==> config.mk <==
export PLATFORM = sky130hd
export DESIGN_NAME = spcsr_unit
export DESIGN_NICKNAME = d
export VERILOG_FILES = /design/src/rtl/spcsr_unit.sv
export SDC_FILE = /design/constraint.sdc
export NUM_CORES = 1
export LEC_CHECK = 0
export BUFFER_PORTS_ARGS = -buffer_cell sky130_fd_sc_hd__clkbuf_2
export CAP_MARGIN = 20
export CORE_MARGIN = 2
export CORE_UTILIZATION = 45
export DETAILED_ROUTE_END_ITERATION = 10
export GPL_ROUTABILITY_DRIVEN = 0
export GPL_TIMING_DRIVEN = 1
export PLACE_DENSITY = 0.62
export RECOVER_POWER = 100
export SLEW_MARGIN = 20
export SYNTH_ARGS = -nofsm -noshare
export SYNTH_HDL_FRONTEND = slang
export SYNTH_SLANG_ARGS = --single-unit
==> constraint.sdc <==
create_clock -name clk -period 4.4 [get_ports clk]
set_input_delay 0.44 -clock clk [delete_from_list [all_inputs] [get_ports clk]]
set_output_delay 0.44 -clock clk [all_outputs]
set_load 0.05 [all_outputs]
==> src/rtl/spcsr_unit.sv <==
module spcsr_unit #(
  parameter int XLEN      = 32,
  parameter int FLAG_W    = 4,
  parameter int MOD_WORDS = 9
) (
  input  logic            clk,
  input  logic            rst_n,
  input  logic            acc_en,
  input  logic [11:0]     acc_idx,
  input  logic [XLEN-1:0] acc_src,
  input  logic            acc_set,
  input  logic            dst_x0,
  output logic [XLEN-1:0] rd_data,
  output logic            acc_illegal,
  output logic            wr_fx
);
  localparam logic [11:0] IDX_F0  = 12'h7C0;
  localparam logic [11:0] IDX_F1  = 12'h7C1;
  localparam logic [11:0] IDX_FB  = 12'h7C8;
  localparam logic [11:0] IDX_MOD = 12'h7D0;
  localparam logic [11:0] IDX_END = IDX_MOD + 12'(MOD_WORDS);
  localparam logic [XLEN-1:0] FMASK = {{(XLEN-FLAG_W){1'b0}}, {FLAG_W{1'b1}}};
  localparam logic [XLEN-1:0] BMASK = {{(XLEN-2*FLAG_W){1'b0}}, {(2*FLAG_W){1'b1}}};

  logic [FLAG_W-1:0] flg0, flg1;
  logic [XLEN-1:0]   mod_q [MOD_WORDS];
  logic [XLEN-1:0]   old_v, wmask, new_v;
  logic [11:0]       mod_off;

  wire is_f0  = acc_idx == IDX_F0;
  wire is_f1  = acc_idx == IDX_F1;
  wire is_fb  = acc_idx == IDX_FB;
  wire is_mod = acc_idx >= IDX_MOD && acc_idx < IDX_END;
  wire legal  = is_f0 | is_f1 | is_fb | is_mod;
  wire live   = acc_en & legal;

  assign mod_off = acc_idx - IDX_MOD;

  always_comb begin
    old_v = '0;
    wmask = '0;
    if (is_f0) begin
      old_v = {{(XLEN-FLAG_W){1'b0}}, flg0};
      wmask = FMASK;
    end else if (is_f1) begin
      old_v = {{(XLEN-FLAG_W){1'b0}}, flg1};
      wmask = FMASK;
    end else if (is_fb) begin
      old_v = {{(XLEN-2*FLAG_W){1'b0}}, flg1, flg0};
      wmask = BMASK;
    end else if (is_mod) begin
      wmask = '1;
      for (int w = 0; w < MOD_WORDS; w++)
        if (mod_off == 12'(w)) old_v = mod_q[w];
    end
  end

  assign new_v       = acc_set ? (old_v | (acc_src & wmask)) : (acc_src & wmask);
  assign acc_illegal = acc_en & ~legal;
  assign wr_fx       = live & (~acc_set | (|(acc_src & wmask)));
  assign rd_data     = (live && !(!acc_set && dst_x0)) ? old_v : '0;

  always_ff @(posedge clk or negedge rst_n) begin
    if (!rst_n) begin
      flg0 <= '0;
      flg1 <= '0;
      for (int w = 0; w < MOD_WORDS; w++) mod_q[w] <= '0;
    end else if (wr_fx) begin
      if (is_f0 || is_fb) flg0 <= new_v[FLAG_W-1:0];
      if (is_f1) flg1 <= new_v[FLAG_W-1:0];
      if (is_fb) flg1 <= new_v[2*FLAG_W-1:FLAG_W];
      for (int w = 0; w < MOD_WORDS; w++)
        if (is_mod && mod_off == 12'(w)) mod_q[w] <= new_v;
    end
  end
endmodule

* Word level (Yosys, flattened, before mapping)
Index checks and enable logic that the tools add are counted.
Storage, ports and cells: register bits 296, input bits 49, output and inout port bits 34, word-level logic and storage cells 86
Cells by class: add/sub/neg operators 1, order comparisons 2, equality and inequality tests 11, muxes and demuxes 21, bitwise operators 11, reductions and logical operators 29
Operator list (number):
- 32-bit two-way mux | 19
- 12-bit by 3-bit == test with 1-bit output (second input constant) | 4
- 12-bit by 11-bit == test with 1-bit output (second input constant) | 3
- 32-bit bitwise AND | 1
- 32-bit bitwise OR | 1
- 32-bit OR reduction | 1
- 12-bit by 2-bit == test with 1-bit output (second input constant) | 2
- 2-bit AND reduction | 11
- 12-bit by 1-bit == test with 1-bit output (second input constant) | 1
- 12-bit by 4-bit == test with 1-bit output (second input constant) | 1
- 12-bit by 11-bit greater-or-equal comparator with 1-bit output (second input constant) | 1
- 1-bit logical AND | 12
- 12-bit logical NOT | 1
- 12-bit by 11-bit less-than comparator with 1-bit output (second input constant) | 1
- 12-bit by 11-bit subtractor with 12-bit output (second input constant) | 1
- 4-bit two-way mux | 2
- 1-bit bitwise OR | 4
- 1-bit bitwise AND | 3
- 1-bit logical NOT | 2
- 1-bit NOT | 2
- 2-bit nonzero test | 1
- 1-bit logical OR | 1

* Depth between registers and ports, before layout
Gate-level depths: netlist of the first run.
depth after elaboration 19, gate-level depth with buffers 12, depth with buffers taken out 7

* Least setup slack after synthesis of the first run
OpenSTA, ideal clock, no wires.
kind in2out, start point in acc_idx[1], end point out rd_data[2], arrival 3.000 ns, required time 3.960 ns, setup slack 0.960 ns, stages on the path 8, path buffers 2, path through buf_2 -> nor4_1 -> and3_1 -> clkbuf_1 -> a2bb2oi_1 -> o21ai_0 -> a211o_1 -> nor3b_1
Between the ends: longest elaborated chain between the ends 16, elaborated cells between the ends (all ways) 35, classes of those cells add/sub (1); order compare (2); eq/ne (11); mux (14); bitwise (4); reduce/logical (3)
Ends and longest elaborated chain:
- start, declared | RTL line 9 | input logic [11:0] acc_idx,
- 12-bit by 11-bit subtractor with 12-bit output | RTL line 37 | assign mod_off = acc_idx - IDX_MOD;
- 12-bit logical NOT | RTL line 54 | if (mod_off == 12'(w)) old_v = mod_q[w];
- 32-bit two-way mux (9 in a row) | RTL line 54
- 32-bit two-way mux | RTL line 51 | end else if (is_mod) begin
- 32-bit two-way mux | RTL line 48 | end else if (is_fb) begin
- 32-bit two-way mux | RTL line 45 | end else if (is_f1) begin
- 32-bit two-way mux | RTL line 42 | if (is_f0) begin
- 32-bit two-way mux (*) | RTL line 61 | assign rd_data = (live && !(!acc_set && dst_x0)) ? old_v : '0;
- end, declared | RTL line 13 | output logic [XLEN-1:0] rd_data,
Every way passes the cells marked *; elsewhere a longest branch is shown, timed or not.

* Worst setup path in the final report of the first run
start point in acc_idx[4], end point out rd_data[9]
Same word-level chain as after synthesis.

==> results of run 1 <==
-- final timing paths --
path | slack [ns] | to | from | cells after the start
max | 0.46 | rd_data[9] | acc_idx[4] | 10
min | 0.22 | mod_q[88] | acc_src[24] | 3
max reg2reg | 1.88 | mod_q[202] | mod_q[234] | 7
min reg2reg | 0.47 | mod_q[151] | mod_q[151] | 2
max in group asynchronous | 1.16 | mod_q[287] | rst_n | 2
min in group asynchronous | 0.88 | mod_q[139] | rst_n | 1
-- placed cells by master (no fill, tap or decap), drive strengths merged, types with 23 or more instances in the layout --
| cell | netlist | routed |
|---|---|---|
| o21ai | 371 | 371 |
| nand2 | 359 | 359 |
| dfrtp | 296 | 296 |
| clkbuf | 93 | 115 |
| a21oi | 91 | 91 |
| buf | 51 | 73 |
| nor2b | 48 | 48 |
| nor2 | 45 | 45 |
| nand4 | 28 | 28 |
| a22oi | 25 | 25 |
| and2 | 25 | 25 |
| a2111oi | 23 | 23 |
-- routing by layer --
metal	up-vias	part of all wire, %
met5	-	0
met2	582	45
met4	0	4.4
met1	6310	43
met3	142	7.7
li1	6028	-
-- synth_stat cells (all sizes together) (5+ instances only) --
cell type | instances | share of area (%)
mux2i | 7 | 0.47
nor3 | 16 | 0.65
a222oi | 6 | 0.41
mux2 | 5 | 0.38
nor2b | 48 | 2.0
and3b | 22 | 1.3
nand4 | 28 | 1.2
o211a | 5 | 0.34
nand2 | 359 | 9.2
a32oi | 6 | 0.36
and2 | 25 | 1.1
a2111oi | 23 | 1.5
nor2 | 45 | 1.2
nand2b | 7 | 0.30
o21ai | 371 | 13
nor4 | 14 | 0.64
o2111ai | 22 | 1.3
o211ai | 5 | 0.25
a22oi | 25 | 1.3
buf | 51 | 1.7
a31oi | 5 | 0.21
dfrtp | 296 | 50
nand3b | 5 | 0.25
nand3 | 17 | 0.68
a21oi | 91 | 3.7
clkbuf | 93 | 2.4
inv | 12 | 0.31
-- power groups by stage --
stage	combinational [mW]	clock (mW)	sequential, mW
finish	0.303	2.67	2.72
detailed placement	0.304	0	2.77
floorplan	0.137	0	2.77
global route	0.327	2.81	2.72
CTS	0.305	2.70	2.72
global placement	0.303	0	2.77
-- per-stage QoR --
stage	std cells	util (%)	setup WS (ns)
2_1_floorplan	1680	-	0.960
3_3_place_gp	2122	49.7	0.805
3_5_place_dp	2122	49.7	0.778
4_1_cts	2175	52.8	0.760
5_1_grt	2175	52.2	0.268
6_report	2175	52.2	0.462
-- logic make-up (layout without fill, tap and decap cells) --
kind of cell | Yosys count | after routing
flip-flops | 296 | 296
multiplexers | 12 | 12
AO/OA/AOI/OAI | 598 | 598
buffers and inverters | 156 | 209
AND/OR/NAND/NOR | 617 | 617
XOR/XNOR | 1 | 1
-- sequential cells by signal (all words and copies together), names as in the netlist --
| signal | cells |
|---|---|
| mod_q | 288 |
| flg0 | 4 |
| flg1 | 4 |
-- critical path: cells and delay by family --
family          cells  cell delay [ns]
compound gates      1             0.17
buf+inv             4             1.92
simple gates        5             0.95
-- cell type report --
class | count | area, µm²
Clock buffer | 44 | 895
Clock inverter | 9 | 125
Fill cell | 3054 | 15500
Inverter | 12 | 45.0
Multi-Input combinational cell | 1228 | 6690
Sequential cell | 296 | 7410
Tap cell | 442 | 553
Timing Repair Buffer | 144 | 1240
==> results.md, run 1 <==
- The run finished, with violations left.
- The final reports fail on max-capacitance violations, max-slew violations.
- The final cycle utilization of the critical path is 89.5%.
- The share of total power in the clock network is 46.9%.
- In this run the standard cell core region covers 32,500 µm².
- The setup skew after layout is 0.00785 ns.
- The synthesized netlist occupies a cell area of 14,800 µm².
- The port buffer count is 82.
- The cell chosen for the clock root is sky130_fd_sc_hd__clkbuf_16.
- The share of total power consumed by net switching is approximately a quarter.
- For met1 alone, demand over resource in global routing was 40.3%.
- During I/O placement, the number of pins put on the boundary was 83.
- Registers are responsible for 47.8% of the overall power.
- The first global-routing pass estimated 75,500 µm of wire.
- The number of antenna violations at the first check in global routing came to 0.
- The die is between 150 and 200 µm tall.
- The detailed-router iteration count before antenna repair is 5.
- The repair_antennas step left the layout with diodes totalling 0.
- Derived from the worst setup path, the maximum achievable clock frequency is 254 MHz.
- Cell internal power was estimated by the tool at 4.36 mW.
- The portion of synthesized area spent on multiplexers is less than 1%.
- After detailed routing, the number of vias per cell comes to about 6.0.
- The net switching component of the power is about 1.3 mW.
- For this run, the post-layout net count is 1,762.
- The flip-flop cell with the highest count after synthesis is sky130_fd_sc_hd__dfrtp_1.
- The area growth from synthesis to layout is 14.8%.
- In this run the power density over the cells is 336 nW/µm².
- The cell type of the slowest stage on the worst timing path is sky130_fd_sc_hd__clkbuf_2.
- The number of max-cap violations is 3.
- The number of global-route vias before repair was 12,700.
- At the worst endpoint, the required time is 3.96 ns.
- After legalization and detailed placement, the total HPWL measured 30,800 µm.
- Dividing the synthesized area by the synthesized cell count gives 8.79 µm².
- The worst relative slew slack is -112%.
- The die boundary width is 185 µm.
- Summing all placed instances gives a cell area of 16,100 µm².
- The area share of fa/ha/maj cells after synthesis is 0%.
- The floorplan row count is 66.
- The clock-pin transition on the worst setup and hold timing paths is 0.06 ns.
- The number of warnings printed during yosys synthesis is 0.
- The overflow left after global routing is 0.
- The initial utilization of the core area, before any placement, comes to 45.5%.
- The design draws approximately 5.7 mW.
- The CTS tree is yes.
- The sum of negative setup slack is 0 ns.
- STA classifies the critical path startpoint as an input pin.
- The critical path is of the in -> out type.
- The parity-gate share of the synthesized area counting xor and xnor cells is 0.0593%.
- The met2 usage is between 40% and 50%.
- The signal on the critical path passes through clkbuf_2, and4b_1, buf_4, nand2_1, nor2_2, clkbuf_2, nand2_1, o21ai_0, nor2b_1, clkbuf_1.
- The worst hold slack is 0.221 ns.
- The die covers ~34,000 µm².
- The number of design-rule violations left by the first detailed-router iteration is between 1,000 and 1,500.
- In this run, synthesis inferred 0 flip-flops with an integrated enable.
- Synthesis produced a netlist with a net count of approximately 1,700.
- The worst setup path is captured at an output port.
- The routed length per instance is 22.2 µm.
- In this run the worst hold path is classified as in -> reg.
- After routing the design area is 17,000 µm².
- The largest family of logic cells by synthesized area is compound AO/OA/AOI/OAI gates.
- Once the clock tree was built, the setup fixing pass inserted 0 buffers.
- For this run, the register share of the synthesized area comes to 50.2%.
- Summed over all cells, the static leakage comes to 7.24 nW.
- Post-CTS repair changed the size of 0 cells.
- The critical-path maximum fanout is 30.
- The synthesized instance count is 1,680.
- The synthesized netlist contains 76 unique library cells.
- The number of setup violations in the final report is 0.
- The detail route stage leaves a number of antenna-violating nets equal to 0.
- For this run, global-route usage on met3 was measured as 4.66%.
- The maximum vdd drop is 0.000263 V.
- Setup repair after global routing left no endpoint under its margin.
- The overall routing resource usage is 28.7%.
- Data arrives at the worst endpoint at roughly 3.5 ns.
- The transition time of the tightest slew-check pin is 3.18 ns.
- The share of synthesized flip-flops with an asynchronous set or reset is 100%.
- The clock insertion delay at the later pin of the skew report is 0.57 ns.
- For this design, the CTS-stage hold fixing added 0 buffers.
- The routed design has 48,200 µm of wire.
- Of the total synthesized cell area, the portion taken by AND, OR, NAND and NOR gates is 20.4%.
- The number of hold violations in the final report was 0.
- Of the cells placed in the final design, the portion with a size suffix greater than 1 is 12.8%.
- The most crowded layer after global routing is met2.
- The complex-gate fraction of the synthesized area is 24.1%.
- The DRC violations left is 0.
- The CTS sink count is about 300.
- Combinational logic is responsible for 5.3% of the overall power.
- The vias after detailed routing is 13,100.
- The depth of the CTS H-tree is 1.
- The shortest period the worst path allows is 3.94 ns.
- The synthesized design contains 296 register bits.
- Entering global routing, the biggest net connects 119 pins.
- The delay contributed by the slowest stage of the critical path is 0.79 ns.
- The number of buffers created by CTS is 31.
- The final number of max-transition violations was 194.
- The clock passes through at most 3 buffers.
Note: power is estimated with default switching activity, not from simulation.
==> run 2, diff against run 1 <==
--- a/config.mk
+++ b/config.mk
@@ -5,6 +5,7 @@
 export SDC_FILE = /design/constraint.sdc
 export NUM_CORES = 1
 export LEC_CHECK = 0
+export ABC_AREA = 1
 export BUFFER_PORTS_ARGS = -buffer_cell sky130_fd_sc_hd__clkbuf_2
 export CAP_MARGIN = 20
 export CORE_MARGIN = 2
==> results.md, run 2 <==
- The floorplan row count is 67 (+1.5%).
- The element type at the critical path start is an input pin.
- The slack of the worst reg-to-reg path came to 1.74 ns (-0.14 ns).
- sky130_fd_sc_hd__nand2_1 is the most common cell in the netlist.
- The overall routing resource usage came to 27.3% (-1.4 points).
- The final-layout fill cell count is 3,380 (+11%).
- The number of enable flip-flop cells after synthesis is 0 (unchanged).
- The fraction of layout cells with a size suffix above 1 is 9.18% (-3.6 points).
- The maximum vdd drop was 0.000309 V (+18%).
- The clock-pin transition on the worst setup and hold timing paths is 0.05 ns (about the same).
- The final reports fail on max-capacitance violations, max-slew violations.
- The depth of the CTS H-tree is 2 (+1).
- The routed via count divided by cell count came to 5.33 (-11%).
- The number of setup violations in the final report is 0 (unchanged).
- The vias after detailed routing is 14,000 (+6.8%).
- The sum of negative setup slack is 0 ns (unchanged).
- The post-CTS setup buffer count came to 0 (unchanged).
- The leakage dissipation is 9.07 nW (+25%).
- The half-perimeter wire length after placement is 32,100 µm (+4.2%).
- The power per cell area came to 331 nW/µm² (-1.3%).
- The buffer and inverter count on the worst path came to 4 (unchanged).
- In the layout the commonest cells are sky130_fd_sc_hd__nand2_1, sky130_fd_sc_hd__dfrtp_1, sky130_fd_sc_hd__inv_1.
- The top-level port count is 83 (unchanged).
- The synthesized instance count is 2,091 (+24%).
- The share of synthesized flip-flops with an asynchronous set or reset is 100% (unchanged).
- The largest registers in the layout are mod_q: 288 flops, flg0: 4 flops, flg1: 4 flops.
- The startpoint of the most critical register-to-register path is mod_q[196].
- The total non-filler cell area in the finished layout came to 16,900 µm² (-0.28%).
- The number of inserted diodes is 0 (unchanged).
- The number of nets in the layout came to 2,198 (+25%).
- Ranked by total cell area, the synthesized netlist is headed by sky130_fd_sc_hd__dfrtp_1, sky130_fd_sc_hd__nand2_1, sky130_fd_sc_hd__inv_1.
- The number of gates resized after CTS is 0 (unchanged).
- In the synthesized netlist the dominant register cell turns out to be sky130_fd_sc_hd__dfrtp_1.
- The cell type of the slowest stage on the worst timing path is sky130_fd_sc_hd__nor2_1.
- The number of max-cap violations was 1 (-2).
- The detailed-router iteration count before antenna repair is 6 (+1).
- The remaining antenna violation count after routing is 0 (unchanged).
- The worst hold slack was 0.358 ns (+0.137 ns).
- Grouping stages by cell kind, the critical path spends the most delay in simple AND/OR/NAND/NOR gates.
- The number of global-route vias before repair came to 13,500 (+6.2%).
- The area of the mapped netlist is 15,200 µm² (+2.7%).
- The startpoint of the worst setup timing path is acc_idx[4].
- The number of hold violations in the final report was 0 (unchanged).
- The achievable clock frequency came to 252 MHz (-0.77%).
- The overall routed net length is 47,300 µm (-2.0%).
- The number of design-rule violations left by the first detailed-router iteration was 1,312 (+13%).
- The number of antenna violations at the first check in global routing is 0 (unchanged).
- The post-synthesis net count is 2,140 (+24%).
- The flow ran to the end, but the final reports show violations.
- The area growth from synthesis to layout is 11.6%.
- STA classifies the critical path endpoint as an output port.
- The first-pass GRT wire length is 75,200 µm (-0.36%).
- The worst relative slew slack came to -97.6% (+14 points).
- The delay contributed by the slowest stage of the critical path came to 0.65 ns (-0.14 ns).
- The arrival time of data at the critical path endpoint came to 3.53 ns (+0.03 ns).
- After synthesis, the most frequently instantiated cells are sky130_fd_sc_hd__nand2_1, sky130_fd_sc_hd__dfrtp_1, sky130_fd_sc_hd__inv_1, sky130_fd_sc_hd__nor2_1, sky130_fd_sc_hd__nand3_1.
- The critical path data required time came to 3.96 ns (about the same).
- The port buffer count was 82 (unchanged).
- The total design power is 5.60 mW (-1.6%).
- The proportion of synthesized chip area in sequential cells came to 48.9% (-1.3 points).
- The CTS sink count came to 296 (unchanged).
- The die boundary height was 188 µm (+1.3%).
- The critical path in this run is classified as in -> out.
- The number of distinct standard cells referenced by the synthesized netlist is 42 (-45%).
- The pin count of the biggest net entering global routing was 114 (-4.2%).
- More flip-flops sit in one register than any other, and that register is mod_q.
- The number of gates on the worst path with buffers counted came to 13 (+3).
- Clock tree synthesis selected as its root buffer the cell sky130_fd_sc_hd__clkbuf_16.
- The routed length per instance is 18.1 µm (-19%).
- The overflow left after global routing is 0 (unchanged).
- The number of buffers created by CTS is 34 (+9.7%).
- The shortest period the worst path allows is 3.97 ns (+0.0305 ns).
- The number of hold-repair buffers added at the cts stage is 0 (unchanged).
- The transition time of the tightest slew-check pin is 2.96 ns (-0.215 ns).
- The signal on the critical path passes through clkbuf_2, inv_1, nor2_1, nand3_2, nor2_1, nand2_1, nor2_1, clkbuf_2, nand2_1, nand4_1, nand2_1, a21oi_1, clkbuf_1.
- The number of synthesized register bits was 296 (unchanged).
- The average instance area after synthesis came to 7.25 µm² (-18%).
- The post-place instance area was 16,000 µm² (-0.90%).
- Of all cell types, the one taking the most synthesized area is sky130_fd_sc_hd__dfrtp_1.
- The number of warnings printed during yosys synthesis is 0 (unchanged).
- The critical-path maximum fanout is 18 (-40%).
- The final cycle utilization of the critical path is 90.2% (+0.69 points).
- The maximum clock insertion buffer count came to 3 (unchanged).
- The worst register-to-register path ends at mod_q[260].
- The starting density of the core was 45.4% (-0.064 points).
- The DRC violations left is 0 (unchanged).
- In this run the worst hold path is classified as in -> reg.
- In this run the worst setup path terminates at rd_data[7].
- The CTS tree is yes.
- The setup skew after layout came to 0.0179 ns (+0.0101 ns).
- The final number of max-transition violations is 112 (-42%).
- Setup repair after global routing left no endpoint under its margin.
- Leaving out fill and tap cells, the most frequent cell in the layout is sky130_fd_sc_hd__nand2_1.
- The die boundary width is 188 µm (+1.3%).
- The area share of the largest cell type after synthesis is 48.9% (-1.3 points).
- The core area is 33,400 µm² (+2.8%).
- The number of flip-flops under the largest register name is 288 (unchanged).
- The clock insertion delay at the later pin of the skew report was 0.52 ns (-0.05 ns).
- The die area came to 35,200 µm² (+2.6%).
- The depth of the worst register-to-register path was 10 (+3).
run 2: cell types whose count changed after synthesis, sizes merged, moves of 18 or more:
cell / change
nor2: +66
and3b: -22
clkbuf: -65
a21oi: -42
a2111oi: -23
o2111ai: -18
nand2: +705
and2: -25
o21ai: -235
nor2b: -48
inv: +139
nand3: +59
run 2: how the worst min path moves through the flow:
stage	endpoint	depth (start not counted)	start	slack, ns
finish	flg1[1]	5	acc_src[1]	0.36
global route	flg1[1]	5	acc_src[1]	0.38
CTS	mod_q[229]	1	rst_n	0.04
floorplan	flg0[0]	0	rst_n	0.14
global placement	mod_q[11]	2	mod_q[11]	0.46
detailed placement	mod_q[11]	2	mod_q[11]	0.46
run 2: stage by stage:
step	utilization [%]	std cells	setup slack, ns
4_1_cts	51.1	2616	0.620
3_5_place_dp	47.9	2561	0.638
3_3_place_gp	47.9	2561	0.675
6_report	50.7	2616	0.432
5_1_grt	50.7	2616	0.209
2_1_floorplan	-	2091	0.954
run 2: tightest hold or removal path: cells and delay by family:
| family | cells | cell delay (ns) |
|---|---|---|
| buffers and inverters | 1 | 0.08 |
| AND/OR/NAND/NOR | 4 | 0.31 |
run 2: routing by layer:
metal / share of wire (%) / up-vias / wire length, µm / track usage, %
li1: - / 6689 / - / -
met3: 6.1 / 91 / 2890 / 3.87
met4: 2.6 / 0 / 1230 / 8.06
met2: 48 / 456 / 22700 / 45.5
met5: 0 / - / 0 / 0
met1: 43 / 6714 / 20400 / 37.3
run 2: layout make-up:
cell class | instances | area, µm² | area share (%)
Multi-Input combinational cell | 1550 | 6670 | 39.4
Tap cell | 448 | 561 | 3.32
Clock inverter | 6 | 76.3 | 0.452
Inverter | 152 | 573 | 3.39
Clock buffer | 49 | 988 | 5.85
Timing Repair Buffer | 115 | 633 | 3.75
Sequential cell | 296 | 7410 | 43.8
run 2: cell families (layout without fill, tap and decap cells):
family | count (synthesis) | count (layout) | share of synthesized area, %
AO/OA/AOI/OAI | 230 | 230 | 8.82
AND/OR/NAND/NOR | 1320 | 1320 | 35.5
buffers and inverters | 245 | 322 | 6.80
flip-flops | 296 | 296 | 48.9
run 2: power breakdown:
part | internal, mW | switching (mW) | total, mW
Combinational | 0.0268 | 0.0946 | 0.121
Clock | 1.62 | 1.14 | 2.76
Sequential | 2.72 | 0.00000328 | 2.72
Total | 4.37 | 1.23 | 5.60
